## config.mk

```make
export PLATFORM = sky130hd
export DESIGN_NAME = iopt_xlate
export DESIGN_NICKNAME = d
export VERILOG_FILES = /design/src/rtl/iopt_pkg.sv /design/src/rtl/iopt_ent_addr.sv /design/src/rtl/iopt_ent_check.sv /design/src/rtl/iopt_ctrl.sv /design/src/rtl/iopt_xlate.sv
export SDC_FILE = /design/constraint.sdc
export NUM_CORES = 1
export LEC_CHECK = 0
export BUFFER_PORTS_ARGS = -buffer_cell sky130_fd_sc_hd__buf_2
export CAP_MARGIN = 5
export CORE_MARGIN = 1.5
export CORE_UTILIZATION = 48
export DETAILED_ROUTE_END_ITERATION = 8
export PLACE_DENSITY_LB_ADDON = 0.15
export SYNTH_ARGS = -nofsm -noshare
export SYNTH_HDL_FRONTEND = slang
export SYNTH_SLANG_ARGS = --single-unit
```

## constraint.sdc

```tcl
create_clock -name clk -period 3.3 [get_ports clk]
set_clock_uncertainty 0.05 [all_clocks]
set_input_delay 0.66 -clock clk [delete_from_list [all_inputs] [get_ports clk]]
set_output_delay 0.66 -clock clk [all_outputs]
set_load 0.01 [all_outputs]
```

## src/rtl/iopt_pkg.sv

```systemverilog
// Shared constants and types for the I/O page table translation engine.
// Assumes 32-bit entries with a 24-bit page number above bit 8.
package iopt_pkg;

    localparam int unsigned VA_W       = 32;
    localparam int unsigned PA_W       = 36;
    localparam int unsigned PTE_W      = 32;
    localparam int unsigned PAGE_BITS  = 12;
    localparam int unsigned BASE_SHIFT = 4;
    localparam int unsigned PPN_LSB    = 8;

    localparam int unsigned PTE_VALID_BIT = 1;
    localparam int unsigned PTE_WRITE_BIT = 2;

    localparam logic [31:0] FLT_STATUS_BASE = 32'hC082_0000;
    localparam logic [31:0] FLT_STATUS_READ = 32'h0004_0000;

    typedef enum logic [1:0] {
        PERM_NONE = 2'b00,
        PERM_RO   = 2'b01,
        PERM_RW   = 2'b11
    } perm_e;

    typedef enum logic [1:0] {
        ST_IDLE  = 2'd0,
        ST_FETCH = 2'd1,
        ST_RESP  = 2'd2
    } xl_state_e;

endpackage

```

## src/rtl/iopt_ent_addr.sv

```systemverilog
// Entry address former: clears the page offset, removes the window bits,
// scales the page number to a word index and adds the shifted table base.
// Purely combinational; the result wraps at PW bits.
module iopt_ent_addr
    import iopt_pkg::*;
#(
    parameter int unsigned VW  = VA_W,
    parameter int unsigned PW  = PA_W,
    parameter int unsigned PGB = PAGE_BITS,
    parameter int unsigned BSH = BASE_SHIFT
) (
    input  logic [VW-1:0] va,
    input  logic [VW-1:0] base,
    input  logic [VW-1:0] win,
    output logic [VW-1:0] page,
    output logic [PW-1:0] ent_addr
);

    localparam int unsigned IDX_SHIFT = PGB - 2;
    localparam int unsigned EXT       = PW - VW;

    logic [VW-1:0] masked;
    logic [VW-1:0] idx;

    // Form the page, the windowed word index and the final entry address.
    always_comb begin
        page     = {va[VW-1:PGB], {PGB{1'b0}}};
        masked   = page & ~win;
        idx      = (masked >> IDX_SHIFT) & ~VW'(3);
        ent_addr = ({{EXT{1'b0}}, base} << BSH) + {{EXT{1'b0}}, idx};
    end

endmodule

```

## src/rtl/iopt_ent_check.sv

```systemverilog
// Entry decoder and checker: restores the entry's byte order, tests the
// valid and writable flags against the access direction, and produces the
// physical address, the permission and the fault status word.
// Assumes PTEW is a multiple of 8. Purely combinational.
module iopt_ent_check
    import iopt_pkg::*;
#(
    parameter int unsigned PTEW    = PTE_W,
    parameter int unsigned PW      = PA_W,
    parameter int unsigned PGB     = PAGE_BITS,
    parameter int unsigned PLSB    = PPN_LSB,
    parameter bit          BIG_END = 1'b1
) (
    input  logic [PTEW-1:0] mem_word,
    input  logic            is_write,
    input  logic [PGB-1:0]  offset,
    output logic [PW-1:0]   paddr,
    output perm_e           perm,
    output logic            fault,
    output logic [31:0]     status
);

    localparam int unsigned NBYTES = PTEW / 8;
    localparam logic [PTEW-1:0] PPN_MASK = {{(PTEW-PLSB){1'b1}}, {PLSB{1'b0}}};
    localparam logic [PTEW-1:0] V_MASK   = PTEW'(1 << PTE_VALID_BIT);
    localparam logic [PTEW-1:0] W_MASK   = PTEW'(1 << PTE_WRITE_BIT);

    logic [PTEW-1:0] entry;
    logic            valid_f;
    logic            write_f;
    logic [PW-1:0]   paddr_raw;

    // Byte order selection: the lowest-addressed byte becomes the top byte.
    generate
        if (BIG_END) begin : g_swap
            for (genvar b = 0; b < NBYTES; b++) begin : g_byte
                assign entry[8*b +: 8] = mem_word[8*(NBYTES-1-b) +: 8];
            end
        end else begin : g_keep
            assign entry = mem_word;
        end
    endgenerate

    // Flag test, page-number placement and fault word.
    always_comb begin
        valid_f   = |(entry & V_MASK);
        write_f   = |(entry & W_MASK);
        paddr_raw = (PW'(entry & PPN_MASK) << (PGB - PLSB)) + PW'(offset);
        fault     = !valid_f || (is_write && !write_f);
        if (fault) begin
            perm   = PERM_NONE;
            paddr  = '0;
            status = FLT_STATUS_BASE | (is_write ? 32'h0 : FLT_STATUS_READ);
        end else begin
            perm   = write_f ? PERM_RW : PERM_RO;
            paddr  = paddr_raw;
            status = 32'h0;
        end
    end

endmodule

```

## src/rtl/iopt_ctrl.sv

```systemverilog
// Request sequencer: idle -> fetch -> respond, or idle -> respond when
// translation is off. It captures the request and the entry address at
// acceptance and registers the result for a one-cycle response.
// Assumes the memory side answers only while mem_req is high.
module iopt_ctrl
    import iopt_pkg::*;
#(
    parameter int unsigned VW  = VA_W,
    parameter int unsigned PW  = PA_W,
    parameter int unsigned PGB = PAGE_BITS
) (
    input  logic            clk,
    input  logic            rst_n,
    input  logic            req_valid,
    input  logic [VW-1:0]   req_addr,
    input  logic            req_write,
    input  logic            xlate_en,
    input  logic [PW-1:0]   ent_addr_in,
    input  logic [VW-1:0]   page_in,
    input  logic            mem_rsp_valid,
    input  logic [PW-1:0]   chk_paddr,
    input  perm_e           chk_perm,
    input  logic            chk_fault,
    input  logic [31:0]     chk_status,
    output logic            req_ready,
    output logic            mem_req,
    output logic [PW-1:0]   mem_addr,
    output logic            wr_q,
    output logic [PGB-1:0]  off_q,
    output logic            rsp_valid,
    output logic [PW-1:0]   rsp_paddr,
    output logic [1:0]      rsp_perm,
    output logic            rsp_fault,
    output logic            flt_strobe,
    output logic [31:0]     flt_status,
    output logic [VW-1:0]   flt_addr
);

    xl_state_e      state_q;
    logic           accept;
    logic           fetch_done;
    logic [VW-1:0]  page_q;
    logic [PW-1:0]  maddr_q;
    logic [PW-1:0]  paddr_q;
    perm_e          perm_q;
    logic           fault_q;
    logic [31:0]    status_q;
    logic [VW-1:0]  faddr_q;

    // Handshake and completion events.
    always_comb begin
        accept     = req_valid && (state_q == ST_IDLE);
        fetch_done = mem_rsp_valid && (state_q == ST_FETCH);
    end

    // State sequence.
    always_ff @(posedge clk) begin
        if (!rst_n) begin
            state_q <= ST_IDLE;
        end else begin
            case (state_q)
                ST_IDLE:  if (req_valid) state_q <= xlate_en ? ST_FETCH : ST_RESP;
                ST_FETCH: if (mem_rsp_valid) state_q <= ST_RESP;
                default:  state_q <= ST_IDLE;
            endcase
        end
    end

    // Request capture at acceptance.
    always_ff @(posedge clk) begin
        if (!rst_n) begin
            maddr_q <= '0;
            page_q  <= '0;
            off_q   <= '0;
            wr_q    <= 1'b0;
        end else if (accept) begin
            maddr_q <= ent_addr_in;
            page_q  <= page_in;
            off_q   <= req_addr[PGB-1:0];
            wr_q    <= req_write;
        end
    end

    // Result capture: pass-through at acceptance, checked entry at fetch end.
    always_ff @(posedge clk) begin
        if (!rst_n) begin
            paddr_q  <= '0;
            perm_q   <= PERM_NONE;
            fault_q  <= 1'b0;
            status_q <= '0;
            faddr_q  <= '0;
        end else if (accept && !xlate_en) begin
            paddr_q  <= PW'(req_addr);
            perm_q   <= PERM_RW;
            fault_q  <= 1'b0;
            status_q <= '0;
            faddr_q  <= '0;
        end else if (fetch_done) begin
            paddr_q  <= chk_paddr;
            perm_q   <= chk_perm;
            fault_q  <= chk_fault;
            status_q <= chk_status;
            faddr_q  <= chk_fault ? page_q : '0;
        end
    end

    // Output decode from the registered state and result.
    always_comb begin
        req_ready  = (state_q == ST_IDLE);
        mem_req    = (state_q == ST_FETCH);
        mem_addr   = maddr_q;
        rsp_valid  = (state_q == ST_RESP);
        rsp_paddr  = paddr_q;
        rsp_perm   = perm_q;
        rsp_fault  = fault_q;
        flt_strobe = (state_q == ST_RESP) && fault_q;
        flt_status = status_q;
        flt_addr   = faddr_q;
    end

endmodule

```

## src/rtl/iopt_xlate.sv

```systemverilog
// Top of the I/O page table translation engine. Connects the entry address
// former, the sequencer and the entry checker. Base, window and enable are
// sampled when a request is accepted; one request is in flight at a time.
module iopt_xlate
    import iopt_pkg::*;
#(
    parameter int unsigned VA_BITS = VA_W,
    parameter int unsigned PA_BITS = PA_W,
    parameter int unsigned PT_BITS = PTE_W
) (
    input  logic               clk,
    input  logic               rst_n,
    input  logic               xlate_en,
    input  logic [VA_BITS-1:0] tbl_base,
    input  logic [VA_BITS-1:0] win_start,
    input  logic               req_valid,
    output logic               req_ready,
    input  logic [VA_BITS-1:0] req_addr,
    input  logic               req_write,
    output logic               mem_req,
    output logic [PA_BITS-1:0] mem_addr,
    input  logic               mem_rsp_valid,
    input  logic [PT_BITS-1:0] mem_rsp_data,
    output logic               rsp_valid,
    output logic [PA_BITS-1:0] rsp_paddr,
    output logic [1:0]         rsp_perm,
    output logic               rsp_fault,
    output logic               flt_strobe,
    output logic [31:0]        flt_status,
    output logic [VA_BITS-1:0] flt_addr
);

    logic [VA_BITS-1:0]   page_w;
    logic [PA_BITS-1:0]   ent_addr_w;
    logic                 wr_w;
    logic [PAGE_BITS-1:0] off_w;
    logic [PA_BITS-1:0]   chk_paddr_w;
    perm_e                chk_perm_w;
    logic                 chk_fault_w;
    logic [31:0]          chk_status_w;

    iopt_ent_addr #(
        .VW (VA_BITS),
        .PW (PA_BITS),
        .PGB(PAGE_BITS),
        .BSH(BASE_SHIFT)
    ) addr_i (
        .va      (req_addr),
        .base    (tbl_base),
        .win     (win_start),
        .page    (page_w),
        .ent_addr(ent_addr_w)
    );

    iopt_ctrl #(
        .VW (VA_BITS),
        .PW (PA_BITS),
        .PGB(PAGE_BITS)
    ) ctrl_i (
        .clk          (clk),
        .rst_n        (rst_n),
        .req_valid    (req_valid),
        .req_addr     (req_addr),
        .req_write    (req_write),
        .xlate_en     (xlate_en),
        .ent_addr_in  (ent_addr_w),
        .page_in      (page_w),
        .mem_rsp_valid(mem_rsp_valid),
        .chk_paddr    (chk_paddr_w),
        .chk_perm     (chk_perm_w),
        .chk_fault    (chk_fault_w),
        .chk_status   (chk_status_w),
        .req_ready    (req_ready),
        .mem_req      (mem_req),
        .mem_addr     (mem_addr),
        .wr_q         (wr_w),
        .off_q        (off_w),
        .rsp_valid    (rsp_valid),
        .rsp_paddr    (rsp_paddr),
        .rsp_perm     (rsp_perm),
        .rsp_fault    (rsp_fault),
        .flt_strobe   (flt_strobe),
        .flt_status   (flt_status),
        .flt_addr     (flt_addr)
    );

    iopt_ent_check #(
        .PTEW   (PT_BITS),
        .PW     (PA_BITS),
        .PGB    (PAGE_BITS),
        .PLSB   (PPN_LSB),
        .BIG_END(1'b1)
    ) check_i (
        .mem_word(mem_rsp_data),
        .is_write(wr_w),
        .offset  (off_w),
        .paddr   (chk_paddr_w),
        .perm    (chk_perm_w),
        .fault   (chk_fault_w),
        .status  (chk_status_w)
    );

endmodule

```

==> results.json, run 1 <==
{
  "status": "completed",
  "yosys.area_share.simple_pct": 21.54,
  "reg2reg_from": "ctrl_i.state_q[0]$_SDFFE_PN0P_",
  "drt-wirelength-per-cell_microns": 15.97,
  "drive_above_1_share_pct": 27.91,
  "grt_first_pass_wirelength_mm": 28.92,
  "clk_latency_ns": 0.42,
  "cts_num_sinks": 129,
  "initial_core_util_pct": 49.76,
  "core.rowCount": 41,
  "dieArea_sq_um": 13890,
  "slew_headroom_pct": 64.97,
  "p_leak_nw": 3.583,
  "required_ns": 3.53,
  "synth_mux_area_share_pct": 0,
  "chipHeight_microns": 117.8,
  "power.total_mw": 4.246,
  "fmax_ghz": 0.3426,
  "yosys_warnings": 0,
  "grt_use_total_pct": 25.96,
  "cts_buffers": 17,
  "min_to": "ctrl_i.page_q[21]$_SDFFE_PN0P_",
  "clockBufferDepth": 2,
  "synth_area_leader_cell": "dfxtp_1",
  "core_area_sq_um": 12720,
  "r2r_slack_ns": 1.05,
  "drv_slew": 0,
  "cts_resized": 0,
  "hp-class": "reg2reg",
  "dp_hpwl_mm": 13.01,
  "hold_viol_final": 0,
  "syn_to_final_growth_pct": 24.72,
  "cts_root_buffer": "clkbuf_16",
  "synth.distinct_cells": 51,
  "synth_xor_xnor_area_share_pct": 3.320,
  "drc": 0,
  "postPlaceCellArea_sq_um": 7335,
  "grt_setup_unrepaired": "no",
  "grt-ovfl-total": 0,
  "critPathKind": "in2reg",
  "cp-end-kind": "flip-flop",
  "p_per_area_nw_per_um2": 537.7,
  "timing.final.crit_period_ns": 2.919,
  "ir_worst_vdd_uv": 368.4,
  "antenna_left": 0,
  "tightest_slew_ns": 0.5173,
  "cts_tree": "yes",
  "timing.rr.end": "ctrl_i.flt_addr[18]$_SDFFE_PP0P_",
  "synthTopCellsByArea": "dfxtp_1 41%, nand2_1 6.3%, a21oi_1 5.8%, nor3_1 5.8%, buf_4 5.7%",
  "grtUsageMet3_pct": 7.267,
  "io_pins": 277,
  "postSynthAreaPerCell_sq_um": 8.180,
  "synth_flop_cell": "dfxtp_1",
  "critPathMaxFanout": 5,
  "yosys_register_bits": 129,
  "synth_edf_count": 0,
  "use_met2_pct": 41.74,
  "synth-seq-area-share_pct": 40.79,
  "synth-async-reset-ratio_pct": 0,
  "synth_fa_ha_area_share_pct": 3.874,
  "post-route-period-util_pct": 88.44,
  "dp_cells": 1121,
  "crit_arrival_ns": 3.15,
  "layout.cells.non_filler": 1150,
  "synth_compound_area_share_pct": 20.71,
  "tns_ns": 0,
  "numPortBuffers": 217,
  "hp-start": "ctrl_i.page_q[21]$_SDFFE_PN0P_",
  "routabilityCongestion": 0.9128,
  "maxCapViolCount": 0,
  "clkTransAtPathRegs_ns": 0.06,
  "synth_area_sq_um": 6331,
  "worst_r2r_path_depth": 6,
  "cts_hold_buf": 0,
  "netlist_instances": 774,
  "drt_wl_total_mm": 18.36,
  "utilization_pct": 62.07,
  "fin_area_sq_um": 7896,
  "use_met1_pct": 33.17,
  "synth.top_cell.area_share_pct": 40.79,
  "synth_top_family_by_area": "simple AND/OR/NAND/NOR gates",
  "fill_cells": 1202,
  "die_x_microns": 117.8,
  "setup_viol": 0,
  "via_per_inst": 5.405,
  "drt_iter0_markers": 439,
  "multi_input_area_sq_um": 3307,
  "worstHoldPathCells": 2,
  "antenna_found_initial": 0,
  "h-tree-depth": 4,
  "cp-start-kind": "input port",
  "dr.pass1.iters": 5,
  "grt_pass1_vias": 5581,
  "nets": 1121,
  "grt.busiest_layer": "met2",
  "route.vias.total": 6216,
  "grt_max_degree": 41,
  "seqCellArea_sq_um": 2582,
  "post-cts-setup-buffer-count": 0,
  "insertedDiodeCount": 0
}
## registers in the layout (all words and copies together), names as in the netlist
| register | flops |
|---|---|
| ctrl_i.flt_addr | 20 |
| ctrl_i.off_q | 12 |
| ctrl_i.mem_addr | 34 |
| ctrl_i.rsp_perm | 2 |
| ctrl_i.flt_status | 2 |
| ctrl_i.state_q | 2 |
| ctrl_i.rsp_paddr | 36 |
| ctrl_i.wr_q | 1 |
| ctrl_i.page_q | 20 |
## placed cells by master, fill, tap and decap left out, types with 4 or more instances in the layout
master | synthesis | final
nor2_1 | 52 | 50
clkbuf_1 | 36 | 4
buf_2 | 3 | 217
nand3_1 | 17 | 17
and3_1 | 4 | 4
nand2_1 | 106 | 104
nor3_1 | 73 | 73
a221oi_1 | 32 | 32
a31oi_1 | 4 | 4
dfxtp_1 | 129 | 129
nor2b_1 | 26 | 25
xor2_1 | 12 | 12
xnor2_1 | 12 | 12
a21oi_1 | 73 | 73
ha_1 | 18 | 18
a211oi_1 | 11 | 11
inv_1 | 5 | 4
o21ai_0 | 29 | 29
a21o_1 | 5 | 5
conb_1 | 1 | 41
clkbuf_16 | 0 | 17
a22oi_1 | 27 | 27
buf_4 | 48 | 14
## final cells by class
type	count	area share, %
inverter	5	0.2377
clock buffer	24	6.100
timing repair buffer	232	15.34
sequential	129	32.70
multi-input combinational	583	41.88
clock inverter	5	1.014
tap	172	2.725
## stage by stage
step	setup WS, ns	hold slack (ns)
final	0.3814	0.4023
after global routing	0.1879	0.4160
after CTS	0.4265	0.4038
after detailed placement	-0.007075	0.3965
after global placement	0.01122	0.3866
after floorplan	0.4151	0.3860
## routing by layer
metal | vias up | wire [microns]
met2 | 253 | 8516
met3 | 27 | 1422
li1 | 3057 | -
met5 | - | 0
met1 | 2879 | 8077
met4 | 0 | 346
## where the power goes
part,switching (mW),internal [mW]
registers,0.0505,1.66
logic,0.433,0.285
clock network,0.659,1.16
total,1.14,3.10
## cells by family (layout without fill, tap and decap cells)
kind of cell | count (synthesis) | count (layout)
AOI/OAI and AO/OA | 203 | 203
xor gates and xnor gates | 24 | 24
adders and majority gates | 19 | 19
buffers and inverters | 102 | 266
DFF | 129 | 129
other | 1 | 41
and+or+nand+nor | 296 | 296
## synthesized netlist by cell type (4+ instances only)
cell type    n
a211oi_1    11
a21o_1       5
a21oi_1     73
a221oi_1    32
a22oi_1     27
a31oi_1      4
and3_1       4
buf_1        4
buf_4       48
clkbuf_1    36
dfxtp_1    129
ha_1        18
inv_1        5
nand2_1    106
nand3_1     17
nor2_1      52
nor2b_1     26
nor3_1      73
o21ai_0     29
xnor2_1     12
xor2_1      12
## worst max-delay path by stage
stage | from | endpoint | slack [ns]
after floorplan | req_addr[14] | ctrl_i.mem_addr[30]$_SDFFE_PN0P_ | 0.42
after global routing | req_addr[14] | ctrl_i.mem_addr[30]$_SDFFE_PN0P_ | 0.19
after CTS | req_addr[14] | ctrl_i.mem_addr[28]$_SDFFE_PN0P_ | 0.43
final | req_addr[14] | ctrl_i.mem_addr[28]$_SDFFE_PN0P_ | 0.38
after global placement | req_addr[14] | ctrl_i.mem_addr[28]$_SDFFE_PN0P_ | 0.01
after detailed placement | req_addr[14] | ctrl_i.mem_addr[28]$_SDFFE_PN0P_ | -0.007
## critical path, stage by stage
cell,delay [ns]
buf_2,0.11
nor2b_1,0.12
ha_1,0.21
fa_1,0.44
a211oi_1,0.30
o21ai_0,0.21
a211oi_1,0.42
o21ai_1,0.27
nand3_1,0.16
xor2_1,0.15
a21oi_1,0.07
Power figures use the tool's default switching activity.
==> run 2: changes to the inputs <==
--- a/config.mk
+++ b/config.mk
@@ -5,10 +5,11 @@
 export SDC_FILE = /design/constraint.sdc
 export NUM_CORES = 1
 export LEC_CHECK = 0
+export ABC_AREA = 1
 export BUFFER_PORTS_ARGS = -buffer_cell sky130_fd_sc_hd__buf_2
 export CAP_MARGIN = 5
 export CORE_MARGIN = 1.5
-export CORE_UTILIZATION = 48
+export CORE_UTILIZATION = 50
 export DETAILED_ROUTE_END_ITERATION = 8
 export PLACE_DENSITY_LB_ADDON = 0.15
 export SYNTH_ARGS = -nofsm -noshare
==> run 2 against run 1 <==
  * Via count rose by 19%
  * Routed wire length rose by 15%
  * Count of clock-buffer cells in the layout fell by 5
  * Sequential share of layout area fell by 3.2 points
  * Global-route usage rose by 1.8 points
  * Worst hold slack barely moved
  * Non-clock buffer count fell by 7
  * Fmax rose by 21%
  * Synthesized cell count rose by 40%
  * Clock power rose by 5%
  * Critical path depth fell by 5
  * Cell area rose by 11%
  * Critical path type is now reg2reg
  * Largest power group unchanged
==> results.json, run 2 <==
{
  "largest_reg_flops": 36,
  "required_ns": 3.60,
  "grt_setup_unrepaired": "no",
  "dp_cells": 1433,
  "p_int_mw": 3.123,
  "synth.top_cell.area_share_pct": 35.98,
  "synth_flop_cell": "dfxtp_1",
  "status": "completed",
  "fmax_ghz": 0.4129,
  "hold-worst-slack_ns": 0.4020,
  "layout_common_cells": "282 x nand2_1, 217 x buf_2, 129 x dfxtp_1",
  "p_per_area_nw_per_um2": 508.5,
  "io_pins": 277,
  "yosys_warnings": 0,
  "chipHeight_microns": 122.8,
  "grt_max_degree": 97,
  "synth-seq-area-share_pct": 35.98,
  "post-route-period-util_pct": 73.39,
  "seqPwrFrac_pct": 38.8,
  "syn_to_final_growth_pct": 22.00,
  "synth_edf_count": 0,
  "place_ws_ns": 0.5618,
  "synth_area_leader_cell": "dfxtp_1",
  "grt_use_total_pct": 27.77,
  "cts_hold_buf": 0,
  "cts_root_buffer": "clkbuf_16",
  "slew_headroom_pct": 19.17,
  "wl_met2_mm": 9.785,
  "timing.final.crit_period_ns": 2.422,
  "final_common_cell": "nand2_1",
  "tns_ns": 0,
  "dr.pass1.iters": 4,
  "ir_worst_vdd_uv": 324.6,
  "nets": 1425,
  "cts_resized": 0,
  "dieArea_sq_um": 15080,
  "p_sw_mw": 1.329,
  "maxCapViolCount": 0,
  "drv_slew": 0,
  "cp-start-kind": "flip-flop",
  "tightest_slew_ns": 1.208,
  "dp_hpwl_mm": 15.51,
  "drt_wl_total_mm": 21.13,
  "clkPwrFrac_pct": 42.9,
  "fill_cells": 1417,
  "hold_viol_final": 0,
  "cp-endpoint": "ctrl_i.flt_addr[31]$_SDFFE_PP0P_",
  "clk_latency_ns": 0.42,
  "cts_num_sinks": 129,
  "core_area_sq_um": 13930,
  "postSynthAreaPerCell_sq_um": 6.645,
  "netlist_instances": 1080,
  "synth_area_sq_um": 7177,
  "drc": 0,
  "drt-wirelength-per-cell_microns": 14.42,
  "post-cts-setup-buffer-count": 0,
  "hp-class": "reg2reg",
  "r2r_slack_ns": 0.88,
  "core.rowCount": 43,
  "synthTopCellsByCount": "282 x nand2_1, 129 x dfxtp_1, 122 x inv_1",
  "route.vias.total": 7372,
  "synth.distinct_cells": 37,
  "timing.rr.end": "ctrl_i.flt_addr[31]$_SDFFE_PP0P_",
  "via_per_inst": 5.029,
  "synth_most_common_cell": "nand2_1",
  "wl_met3_mm": 1.445,
  "setup_ws_ns": 0.8782,
  "numPortBuffers": 217,
  "setup_viol": 0,
  "grt_first_pass_wirelength_mm": 32.11,
  "routabilityCongestion": 0.9355,
  "cp-end-kind": "flip-flop",
  "layout.cells.non_filler": 1466,
  "clockBufferDepth": 2,
  "cts_buffers": 17,
  "antenna_found_initial": 2,
  "worst_r2r_path_depth": 6,
  "drt_iter0_markers": 492,
  "grt-ovfl-total": 0,
  "reg2reg_from": "ctrl_i.state_q[0]$_SDFFE_PN0P_",
  "critPathKind": "reg2reg",
  "top_layer_used": "met5",
  "power_frac_comb_pct": 18.2,
  "initial_core_util_pct": 51.50,
  "drt-met1-wl_mm": 9.338,
  "grt_pass1_vias": 6397,
  "critPathMaxFanout": 29,
  "drive_above_1_share_pct": 22.02,
  "cts_tree": "yes",
  "crit_path_start": "ctrl_i.state_q[0]$_SDFFE_PN0P_",
  "p_leak_nw": 4.640,
  "h-tree-depth": 4,
  "synth-async-reset-ratio_pct": 0,
  "synthTopCellsByArea": "dfxtp_1 36%, nand2_1 15%, inv_1 6.4%, nor2_1 6.2%, a21oi_1 5.4%",
  "antenna_left": 0,
  "clkTransAtPathRegs_ns": 0.06,
  "p_sw_share_pct": 29.86,
  "die_x_microns": 122.8,
  "yosys_register_bits": 129,
  "crit_arrival_ns": 2.72
}
## run 2: routing by layer
metal / GRT usage (%) / vias up
li1: - / 3750
met1: 35.92 / 3308
met2: 44.06 / 274
met3: 7.528 / 38
met4: 10.54 / 2
met5: 0 / -
## run 2: cell type report
cell class | instances | area [sq um] | area share (%)
clock inverter | 13 | 151.4 | 1.729
multi-input combinational | 772 | 3694 | 42.18
clock buffer | 19 | 452.9 | 5.173
antenna | 1 | 2.502 | 0.02858
inverter | 127 | 476.7 | 5.444
timing repair buffer | 225 | 1171 | 13.38
sequential | 129 | 2582 | 29.49
tap | 180 | 225.2 | 2.572
## run 2: power groups by stage
stage,Clock [mW],Combinational (mW),Sequential [mW]
6_report,1.91,0.812,1.73
5_1_grt,2.01,0.905,1.74
4_1_cts,1.94,0.811,1.73
3_5_place_dp,0,0.805,1.76
3_3_place_gp,0,0.798,1.76
2_1_floorplan,0,0.513,1.79
## run 2: how the worst min path moves through the flow
stage,start,endpoint,slack [ns],depth (start not counted)
floorplan,ctrl_i.page_q[31]$_SDFFE_PN0P_,ctrl_i.flt_addr[31]$_SDFFE_PP0P_,0.39,2
global placement,ctrl_i.page_q[17]$_SDFFE_PN0P_,ctrl_i.flt_addr[17]$_SDFFE_PP0P_,0.40,2
detailed placement,ctrl_i.page_q[14]$_SDFFE_PN0P_,ctrl_i.flt_addr[14]$_SDFFE_PP0P_,0.40,2
CTS,ctrl_i.page_q[14]$_SDFFE_PN0P_,ctrl_i.flt_addr[14]$_SDFFE_PP0P_,0.40,2
global route,ctrl_i.page_q[14]$_SDFFE_PN0P_,ctrl_i.flt_addr[14]$_SDFFE_PP0P_,0.42,2
finish,ctrl_i.page_q[14]$_SDFFE_PN0P_,ctrl_i.flt_addr[14]$_SDFFE_PP0P_,0.40,2
## run 2: critical path, cell delays in order (launching register included)
cell and delay, ns:
dfxtp_1 0.42, nand2_1 0.14, nor2_4 0.17, inv_2 0.24, nor2_1 0.99, nand2_1 0.17, a21oi_1 0.17
## run 2: kinds of logic after synthesis
kind of cell | after synthesis | synth area share (%)
AND/OR/NAND/NOR | 512 | 30.37
buffers and inverters | 219 | 14.64
AO/OA/AOI/OAI | 187 | 13.95
flip-flops | 129 | 35.98
adder cells (fa/ha/maj) | 19 | 3.417
XOR/XNOR | 13 | 1.586
other | 1 | 0.05225
## run 2: metrics by stage
step | cell area [sq um] | power [mW] | util (%)
after global placement | 8149 | 2.558 | 58.48
after global routing | 8756 | 4.655 | 62.84
after CTS | 8753 | 4.479 | 62.82
final | 8756 | 4.452 | 62.84
after floorplan | 7327 | 2.306 | -
after detailed placement | 8149 | 2.566 | 58.48
